File: config.mk
export PLATFORM = sky130hd
export DESIGN_NAME = dual_bus_agu
export DESIGN_NICKNAME = d
export VERILOG_FILES = /design/src/rtl/dbagu_pkg.sv /design/src/rtl/dbagu_ptr_sel.sv /design/src/rtl/dbagu_step.sv /design/src/rtl/dbagu_lane.sv /design/src/rtl/dual_bus_agu.sv
export SDC_FILE = /design/constraint.sdc
export NUM_CORES = 1
export LEC_CHECK = 0
export BUFFER_PORTS_ARGS = -buffer_cell sky130_fd_sc_hd__buf_2
export CORE_AREA = 2 2 206 208
export CTS_CLUSTER_SIZE = 30
export DETAILED_ROUTE_END_ITERATION = 8
export DIE_AREA = 0 0 208 210
export SETUP_SLACK_MARGIN = 0.3
export SYNTH_ARGS = -nofsm -noshare
export SYNTH_HDL_FRONTEND = slang
export SYNTH_SLANG_ARGS = --single-unit
File: constraint.sdc
create_clock -name clk -period 10 [get_ports clk]
set_input_delay 1 -clock clk [delete_from_list [all_inputs] [get_ports clk]]
set_output_delay 1 -clock clk [all_outputs]
set_load 0.03 [all_outputs]
File: src/rtl/dbagu_pkg.sv
package dbagu_pkg;

    localparam int IDX_W = 4;

    typedef enum logic [1:0] {
        UPD_NONE  = 2'd0,
        UPD_SIZE  = 2'd1,
        UPD_INDEX = 2'd2,
        UPD_RSVD  = 2'd3
    } upd_mode_e;

    typedef struct packed {
        logic [1:0] field;
        upd_mode_e  mode;
        logic       is_long;
    } lane_req_t;

    // Register number for the pointer of one bus.
    function automatic logic [IDX_W-1:0] ptr_index(input logic is_x,
                                                   input logic alt,
                                                   input logic [1:0] f);
        logic [IDX_W-1:0] r;
        if (is_x) begin
            if (alt) begin
                case (f)
                    2'd0:    r = 4'd4;
                    2'd1:    r = 4'd0;
                    2'd2:    r = 4'd5;
                    default: r = 4'd1;
                endcase
            end else begin
                r = f[1] ? 4'd5 : 4'd4;
            end
        end else begin
            if (alt) begin
                case (f)
                    2'd0:    r = 4'd6;
                    2'd1:    r = 4'd7;
                    2'd2:    r = 4'd2;
                    default: r = 4'd3;
                endcase
            end else begin
                r = f[0] ? 4'd7 : 4'd6;
            end
        end
        return r;
    endfunction

endpackage

File: src/rtl/dbagu_ptr_sel.sv
module dbagu_ptr_sel
    import dbagu_pkg::*;
#(
    parameter bit IS_X = 1'b1,
    parameter int NREG = 10,
    parameter int DW   = 32
) (
    input  logic               alt,
    input  logic [1:0]         field,
    input  logic [NREG*DW-1:0] regs,
    output logic [IDX_W-1:0]   idx,
    output logic [DW-1:0]      ptr
);
    always_comb begin
        idx = ptr_index(IS_X, alt, field);
        ptr = regs[idx*DW +: DW];
    end
endmodule

File: src/rtl/dbagu_step.sv
module dbagu_step
    import dbagu_pkg::*;
#(
    parameter int DW      = 32,
    parameter int MW      = 16,
    parameter bit USE_MOD = 1'b1
) (
    input  lane_req_t       req,
    input  logic [DW-1:0]   ptr,
    input  logic [DW-1:0]   idx_val,
    input  logic            mod_en,
    input  logic [MW-1:0]   mod_end,
    input  logic [DW-1:0]   mod_delta,
    output logic            upd,
    output logic            hit,
    output logic [DW-1:0]   nxt
);
    localparam logic [DW-1:0] STEP_WORD = DW'(2);
    localparam logic [DW-1:0] STEP_LONG = DW'(4);

    logic [DW-1:0] step;

    always_comb begin
        upd  = (req.mode == UPD_SIZE) || (req.mode == UPD_INDEX);
        hit  = USE_MOD && mod_en && (ptr[MW-1:0] == mod_end);
        step = (req.mode == UPD_INDEX) ? idx_val
             : (req.is_long ? STEP_LONG : STEP_WORD);
        nxt  = ptr + (hit ? mod_delta : step);
    end
endmodule

File: src/rtl/dbagu_lane.sv
module dbagu_lane
    import dbagu_pkg::*;
#(
    parameter bit IS_X = 1'b1,
    parameter int NREG = 10,
    parameter int DW   = 32,
    parameter int MW   = 16
) (
    input  logic               clk,
    input  logic               rst,
    input  logic               valid_in,
    input  logic               alt,
    input  lane_req_t          req,
    input  logic [NREG*DW-1:0] regs,
    input  logic               mod_en,
    input  logic [MW-1:0]      mod_end,
    input  logic [DW-1:0]      mod_delta,
    output logic               addr_valid,
    output logic [DW-1:0]      addr,
    output logic               wb_valid,
    output logic [IDX_W-1:0]   wb_idx,
    output logic [DW-1:0]      wb_value
);
    localparam int IDX_REG = IS_X ? 8 : 9;

    logic [IDX_W-1:0] sel_idx;
    logic [DW-1:0]    sel_ptr;
    logic             upd, hit;
    logic [DW-1:0]    nxt;

    dbagu_ptr_sel #(.IS_X(IS_X), .NREG(NREG), .DW(DW)) u_sel (
        .alt(alt), .field(req.field), .regs(regs),
        .idx(sel_idx), .ptr(sel_ptr)
    );

    dbagu_step #(.DW(DW), .MW(MW), .USE_MOD(IS_X)) u_step (
        .req(req), .ptr(sel_ptr), .idx_val(regs[IDX_REG*DW +: DW]),
        .mod_en(mod_en), .mod_end(mod_end), .mod_delta(mod_delta),
        .upd(upd), .hit(hit), .nxt(nxt)
    );

    always_ff @(posedge clk) begin
        if (rst) begin
            addr_valid <= 1'b0;
            addr       <= '0;
            wb_valid   <= 1'b0;
            wb_idx     <= '0;
            wb_value   <= '0;
        end else begin
            addr_valid <= valid_in;
            addr       <= sel_ptr;
            wb_valid   <= valid_in && upd;
            wb_idx     <= sel_idx;
            wb_value   <= nxt;
        end
    end

    // a write-back always belongs to an issued transfer
    assert_wb_has_xfer_R10: assert property (@(posedge clk) disable iff (rst)
        wb_valid |-> addr_valid);

    // nothing comes out without a request
    assert_idle_quiet_R11: assert property (@(posedge clk) disable iff (rst)
        !$past(valid_in) |-> (!addr_valid && !wb_valid));

    // size step without modulo moves the pointer by 2 or 4
    assert_size_step_R5: assert property (@(posedge clk) disable iff (rst)
        (wb_valid && $past(valid_in && req.mode == UPD_SIZE && !hit))
        |-> (wb_value - addr) == ($past(req.is_long) ? DW'(4) : DW'(2)));

    generate
        if (IS_X) begin : g_x_chk
            // X write-back only targets the X pointer set
            assert_x_ptr_set_R2: assert property (@(posedge clk) disable iff (rst)
                wb_valid |-> (wb_idx inside {4'd0, 4'd1, 4'd4, 4'd5}));
            // a modulo hit adds the programmed delta
            assert_mod_wrap_R8: assert property (@(posedge clk) disable iff (rst)
                (wb_valid && $past(valid_in && hit))
                |-> wb_value == addr + $past(mod_delta));
        end else begin : g_y_chk
            // Y write-back only targets the Y pointer set
            assert_y_ptr_set_R3: assert property (@(posedge clk) disable iff (rst)
                wb_valid |-> (wb_idx inside {4'd2, 4'd3, 4'd6, 4'd7}));
        end
    endgenerate
endmodule

File: src/rtl/dual_bus_agu.sv
module dual_bus_agu
    import dbagu_pkg::*;
#(
    parameter int NREG = 10,
    parameter int DW   = 32,
    parameter int MW   = 16
) (
    input  logic               clk,
    input  logic               rst,
    input  logic               req_valid,
    input  logic [3:0]         op_sel,
    input  logic [1:0]         x_field,
    input  logic [1:0]         x_mode,
    input  logic               x_long,
    input  logic [1:0]         y_field,
    input  logic [1:0]         y_mode,
    input  logic               y_long,
    input  logic               mod_en,
    input  logic [MW-1:0]      mod_end,
    input  logic [DW-1:0]      mod_delta,
    input  logic [NREG*DW-1:0] gpr_flat,
    output logic               x_addr_valid,
    output logic [DW-1:0]      x_addr,
    output logic               y_addr_valid,
    output logic [DW-1:0]      y_addr,
    output logic               x_wb_valid,
    output logic [IDX_W-1:0]   x_wb_idx,
    output logic [DW-1:0]      x_wb_value,
    output logic               y_wb_valid,
    output logic [IDX_W-1:0]   y_wb_idx,
    output logic [DW-1:0]      y_wb_value
);
    localparam int NLANE = 2;

    lane_req_t        req_a   [NLANE];
    logic             alt_a   [NLANE];
    logic             av_a    [NLANE];
    logic [DW-1:0]    ad_a    [NLANE];
    logic             wv_a    [NLANE];
    logic [IDX_W-1:0] wi_a    [NLANE];
    logic [DW-1:0]    wd_a    [NLANE];

    always_comb begin
        req_a[0] = '{field: x_field, mode: upd_mode_e'(x_mode), is_long: x_long};
        req_a[1] = '{field: y_field, mode: upd_mode_e'(y_mode), is_long: y_long};
        alt_a[0] = |op_sel[1:0];
        alt_a[1] = |op_sel[3:2];
    end

    generate
        for (genvar g = 0; g < NLANE; g++) begin : g_lane
            dbagu_lane #(.IS_X(g == 0), .NREG(NREG), .DW(DW), .MW(MW)) u_lane (
                .clk(clk), .rst(rst), .valid_in(req_valid),
                .alt(alt_a[g]), .req(req_a[g]), .regs(gpr_flat),
                .mod_en(mod_en), .mod_end(mod_end), .mod_delta(mod_delta),
                .addr_valid(av_a[g]), .addr(ad_a[g]),
                .wb_valid(wv_a[g]), .wb_idx(wi_a[g]), .wb_value(wd_a[g])
            );
        end
    endgenerate

    assign x_addr_valid = av_a[0];
    assign x_addr       = ad_a[0];
    assign x_wb_valid   = wv_a[0];
    assign x_wb_idx     = wi_a[0];
    assign x_wb_value   = wd_a[0];
    assign y_addr_valid = av_a[1];
    assign y_addr       = ad_a[1];
    assign y_wb_valid   = wv_a[1];
    assign y_wb_idx     = wi_a[1];
    assign y_wb_value   = wd_a[1];
endmodule

==> results of run 1 <==
Yosys cell counts (all sizes together), types with 12 or more instances:
cell type  number
inv            14
and2           98
dfxtp         136
mux4           63
o21ai          66
nand2          85
xnor2          42
xor2           23
a31oi          12
buf            18
a21o           33
nor2           88
a21oi          51
nor2b          13
nand4          17
ha             65
clkbuf         38
nor3           13
state kept, by name, summed over array words and instances, names as in the netlist:
| name | flops |
|---|---|
| g_lane.u_lane.addr | 64 |
| g_lane.u_lane.addr_valid | 1 |
| g_lane.u_lane.wb_idx | 5 |
| g_lane.u_lane.wb_valid | 2 |
| g_lane.u_lane.wb_value | 64 |
through the flow:
step | worst slack, ns | utilization (%) | total power, µW
finish | 3.85 | 31.0 | 2030
global route | 3.56 | 31.0 | 2130
CTS | 3.87 | 31.0 | 2060
detailed placement | 3.38 | 29.4 | 1320
global placement | 3.48 | 29.4 | 1320
floorplan | 4.42 | - | 1070
cell usage in the layout, fill, tap and decap left out, types with 13 or more instances in the layout:
cell / instances
and2_1: 98
clkbuf_16: 17
ha_1: 65
buf_2: 521
o21ai_0: 62
a21o_1: 33
nand4_1: 17
xnor2_1: 42
a21oi_1: 50
nor2b_1: 13
nor3_1: 13
mux4_2: 63
nor2_1: 88
dfxtp_1: 136
inv_1: 13
nand2_1: 85
xor2_1: 23
layout make-up:
class / count / area (µm²)
Clock inverter: 14 / 220
Fill cell: 4432 / 28600
Sequential cell: 136 / 2720
Inverter: 14 / 52.6
Multi-Input combinational cell: 770 / 6060
Antenna cell: 1 / 2.50
Clock buffer: 18 / 429
Timing Repair Buffer: 533 / 2700
Tap cell: 539 / 674
power by group through the flow:
stage | sequential (µW) | combinational, µW | clock [µW]
3_5_place_dp | 634 | 687 | 0
6_report | 621 | 686 | 720
5_1_grt | 627 | 741 | 761
3_3_place_gp | 633 | 683 | 0
4_1_cts | 622 | 691 | 745
2_1_floorplan | 758 | 315 | 0
worst paths after layout:
check	cells after the start	slack, ns	from	end
worst max-delay path	17	3.85	x_field[1]	g_lane[0].u_lane.wb_value[30]
worst min-delay path	3	0.83	x_mode[1]	g_lane[0].u_lane.wb_valid
metal layers:
layer  routed length, µm  up-vias  track usage (%)  part of all wire (%)
met2               19000      467             30.4                    51
met4                1460        4             8.09                   3.9
met1               14600     4416             18.8                    39
li1                    -     4511                -                     -
met5                  27        -                0                 0.072
met3                2490       69             3.65                   6.6
worst max-delay path, delay by kind of cell:
family / cells / cell delay [ns]
muxes: 2 / 1.07
adders and majority gates: 1 / 0.48
buffers and inverters: 3 / 0.94
xor gates and xnor gates: 2 / 0.45
AOI/OAI and AO/OA: 5 / 1.65
and+or+nand+nor: 4 / 0.85
cells by family after synthesis:
logic type      count (synthesis)  synth area share, %
simple gates                  355                 19.8
compound gates                211                 14.6
other cells                     1               0.0414
fa+ha+maj                      67                 9.42
flops                         136                 30.1
xor+xnor                       65                 6.29
buf+inv                        70                 3.41
mux                            69                 16.4
==> impl_metrics.py, run 1 <==
metrics = {
    "status": {
        "outcome": "complete, no violations",
    },
    "synth": {
        "netlist_area_um2": 9050,
        "seq_area_frac_synth_pct": 30.1,
        "synth_top_cell_area_share_pct": 30.1,
        "synth_cell_types": 58,
        "synth-seq-cells": 136,
        "ys.warnings.count": 0,
        "netlist_instances": 974,
        "synth.top_cells.by_area": "dfxtp_1 30%, mux4_2 16%, ha_1 9.0%",
        "syn_avg_cell_area_um2": 9.30,
        "synth_top_area_cell": "dfxtp_1",
        "ys.flop_type": "dfxtp_1",
        "synth_edf_count": 0,
        "ys_async_sr_fraction_pct": 0,
    },
    "grt": {
        "track_usage_pct": 16.8,
        "grt_pass1_vias": 9794,
        "grt_max_degree": 50,
        "grt_overflow": 0,
        "grt_pass1_wl_um": 55700,
        "grt_antenna_before_repair": 5,
    },
    "pwr": {
        "clkPwrFrac_pct": 35.5,
        "p_comb_share_pct": 33.9,
        "switching_share_pct": 34.9,
        "powerDensity_nw_per_um2": 158,
        "irDropWorstVdd_v": 0.000117,
        "p_sw_uw": 708,
        "internal_power_uw": 1320,
        "cellLeakagePower_uw": 0.00630,
        "power_frac_seq_pct": 30.6,
    },
    "clock_tree": {
        "numCtsBuffers": 17,
        "clockRootBuffer": "clkbuf_16",
        "cts_tree": "built",
        "htree_levels": 4,
        "ctsHoldBuffers": 0,
        "cts.repair.resized": 0,
        "post_cts_buffers": 0,
        "cts.sinks": 136,
        "clk_path_buf_depth": 2,
        "cts.clk_slew.worst_paths_ns": 0.06,
    },
    "route": {
        "drc_errors": 0,
        "vias": 9467,
        "drtPass1Iterations": 5,
        "wirelength_um": 37600,
        "ant_nets": 0,
        "wl_per_cell_um": 18.6,
        "viasPerCell": 4.68,
        "drt_iter0_drc": 507,
    },
    "sta": {
        "fin_crit_sh_pct": 61.5,
        "tns_ns": 0,
        "worst_pin_slew_ns": 0.651,
        "timing.fmax_mhz": 163,
        "final_max_slew_viol_count": 0,
        "relSlewSlack_pct": 56.3,
        "whs_ns": 0.834,
        "timing.final.crit_period_ns": 6.15,
        "setup_viol": 0,
        "rsz0062_at_grt": "false",
        "hold_viol": 0,
    },
    "placement": {
        "place_area_um2": 12200,
        "dp_cells": 1992,
        "gp_congestion": 0.873,
        "hpwl_um": 31600,
        "portBuffers": 522,
    },
    "worst_setup_path": {
        "cpMostUsedCell": "buf_4",
        "path_max_fanout": 34,
        "path_cells": "buf_2, buf_4, mux4_2, xnor2_1, nand4_1, nor4_4, buf_4, mux2_2, fa_1, a211oi_1, o211ai_1, a311oi_1, o2111ai_1, and3_1, a41oi_1, xor2_1, nor2_1",
        "cp_data_required_time_ns": 10.32,
        "slowest_delay_ns": 0.64,
        "crit_type": "in -> reg",
        "cpMaxStageDelayCell": "mux4_2",
        "end_kind": "flip-flop",
        "cp.arrival_ns": 6.47,
        "critPathLaunchType": "primary input",
    },
    "floorplan": {
        "ioPinCount": 526,
        "rows": 75,
        "core_area_um2": 41500,
        "initial_core_util_pct": 21.8,
        "die-area_um2": 43700,
        "die_y_um": 210,
        "die_w_um": 208,
    },
    "min_path": {
        "hold_class": "in -> reg",
    },
    "job": {
        "drv_cap": 0,
    },
    "cells_and_area": {
        "layout.cells.non_filler": 2025,
        "drive_gt1_share_pct": 43.4,
        "postLayoutCellArea_um2": 12900,
        "syn_to_final_growth_pct": 42.0,
        "nNetsFinal": 1925,
    },
}
Note: power is estimated with default switching activity, not from simulation.
==> run 2, diff against run 1 <==
==> constraint.sdc (replaced) <==
create_clock -name clk -period 6.45 [get_ports clk]
set_input_delay 0.645 -clock clk [delete_from_list [all_inputs] [get_ports clk]]
set_output_delay 0.645 -clock clk [all_outputs]
set_load 0.03 [all_outputs]
==> impl_metrics.py, run 2 (synthesis results as in run 1) <==
metrics = {
    "status": {
        "outcome": "complete, no violations",
    },
    "placement": {
        "portBuffers": 522,
        "hpwl_um": 32200,
        "pre_cts_slack_ns": 0.589,
        "gp_congestion": 0.868,
    },
    "sta": {
        "timing.fmax_mhz": 183,
        "relSlewSlack_pct": 53.5,
        "fin_crit_sh_pct": 84.8,
        "tns_ns": 0,
        "rsz0062_at_grt": "false",
        "setup_viol": 0,
        "worst_pin_slew_ns": 0.693,
        "final_max_slew_viol_count": 0,
        "timing.final.crit_period_ns": 5.47,
        "setup_ws_ns": 0.983,
        "hold_viol": 0,
    },
    "route": {
        "ant_nets": 0,
        "drc_errors": 0,
        "top_layer": "met5",
        "drtPass1Iterations": 5,
        "drt_iter0_drc": 642,
        "wl_per_cell_um": 19.0,
        "wl_met2_um": 19900,
        "met3WireLength_um": 2340,
        "wirelength_um": 38400,
        "viasPerCell": 4.64,
        "vias": 9391,
        "drt-met1-wl_um": 15200,
    },
    "min_path": {
        "min_from": "x_mode[1]",
        "hold_path_depth": 3,
        "hold_class": "in -> reg",
        "worstHoldEndpoint": "g_lane[0].u_lane.wb_valid",
    },
    "pwr": {
        "cellLeakagePower_uw": 0.00631,
        "powerDensity_nw_per_um2": 246,
        "irDropWorstVdd_v": 0.000138,
    },
    "grt": {
        "grt_pass1_vias": 9774,
        "grt_antenna_before_repair": 2,
        "grt_pass1_wl_um": 56400,
        "track_usage_pct": 17.2,
        "grt_overflow": 0,
        "grt_max_degree": 49,
    },
    "worst_setup_path": {
        "cp.arrival_ns": 5.81,
        "slowest_delay_ns": 0.64,
        "path_max_fanout": 31,
        "critical_path.top_delay_family": "compound AO/OA/AOI/OAI gates",
        "cp_data_required_time_ns": 6.79,
        "crit_type": "in -> reg",
        "path_cells": "buf_2, mux4_2, xnor2_1, nand4_1, nor4_4, buf_4, nand2_1, o21ai_0, ha_1, and3_1, nor2b_1, a211oi_1, nand3_1, a311o_1, a21oi_1, o21bai_1, o311ai_0",
        "end_kind": "flip-flop",
        "critical_path_buf_inv_count": 2,
        "critPathLaunchType": "primary input",
        "cpMaxStageDelayCell": "mux4_2",
    },
    "clock_tree": {
        "clk_path_buf_depth": 2,
        "cts_tree": "built",
        "cts.clk_slew.worst_paths_ns": 0.06,
        "htree_levels": 4,
        "clockRootBuffer": "clkbuf_16",
        "cts.sinks": 136,
        "numCtsBuffers": 17,
        "cts.repair.resized": 0,
        "ctsHoldBuffers": 0,
        "post_cts_buffers": 0,
    },
    "cells_and_area": {
        "mostFrequentLayoutCells": "521 x buf_2, 136 x dfxtp_1, 98 x and2_1, 88 x nor2_1, 85 x nand2_1",
        "layout_commonest_cell": "buf_2",
        "drive_gt1_share_pct": 43.4,
        "n_fill_cell": 4452,
        "reg_top3": "g_lane.u_lane.addr: 64 flops, g_lane.u_lane.wb_value: 64 flops, g_lane.u_lane.wb_idx: 5 flops",
        "nNetsFinal": 1924,
        "syn_to_final_growth_pct": 42.1,
    },
    "job": {
        "drv_cap": 0,
    },
    "floorplan": {
        "initial_core_util_pct": 21.8,
        "die-area_um2": 43700,
        "core_area_um2": 41500,
        "ioPinCount": 526,
        "die_w_um": 208,
        "rows": 75,
        "die_y_um": 210,
    },
}
==> run 2: routing by layer <==
layer	vias to the layer above	track usage [%]
met4	2	6.21
met2	401	31.6
met5	-	0
li1	4508	-
met1	4439	19.2
met3	41	4.11
==> run 2: metrics by stage <==
stage               utilization [%]  hold slack, ns  cells  power, µW  cell area, µm²
floorplan                         -           0.774    976       1660            9060
global placement               29.4           0.927   1991       2050           12200
detailed placement             29.4           0.928   1991       2050           12200
CTS                            31.0           0.431   2023       3200           12900
global route                   31.0           0.458   2024       3310           12900
finish                         31.0           0.471   2024       3160           12900
==> run 2: power breakdown <==
part	total [µW]	switching (µW)	internal (µW)	leakage, µW
clock network	1120	407	717	0.000323
registers	967	30.0	937	0.00113
logic	1070	650	418	0.00485
total	3160	1090	2070	0.00631
==> run 2: layout make-up <==
| type | count | area, µm² | share of cell area [%] |
|---|---|---|---|
| antenna | 1 | 2.50 | 0.0194 |
| clock buffer | 21 | 470 | 3.66 |
| clock inverter | 11 | 194 | 1.51 |
| inverter | 14 | 52.6 | 0.408 |
| multi-input combinational | 770 | 6060 | 47.1 |
| sequential | 136 | 2720 | 21.2 |
| tap | 539 | 674 | 5.24 |
| timing repair buffer | 532 | 2690 | 20.9 |
==> run 2: worst max-delay path by stage <==
stage | from | to | slack [ns] | cells after the start
3_5_place_dp | x_field[1] | g_lane[0].u_lane.wb_value[30] | 0.59 | 15
5_1_grt | x_field[1] | g_lane[0].u_lane.wb_value[29] | 0.69 | 17
2_1_floorplan | op_sel[1] | g_lane[0].u_lane.wb_value[30] | 1.23 | 19
3_3_place_gp | x_field[1] | g_lane[0].u_lane.wb_value[30] | 0.63 | 15
4_1_cts | x_field[1] | g_lane[0].u_lane.wb_value[30] | 1.06 | 15
6_report | x_field[1] | g_lane[0].u_lane.wb_value[29] | 0.98 | 17
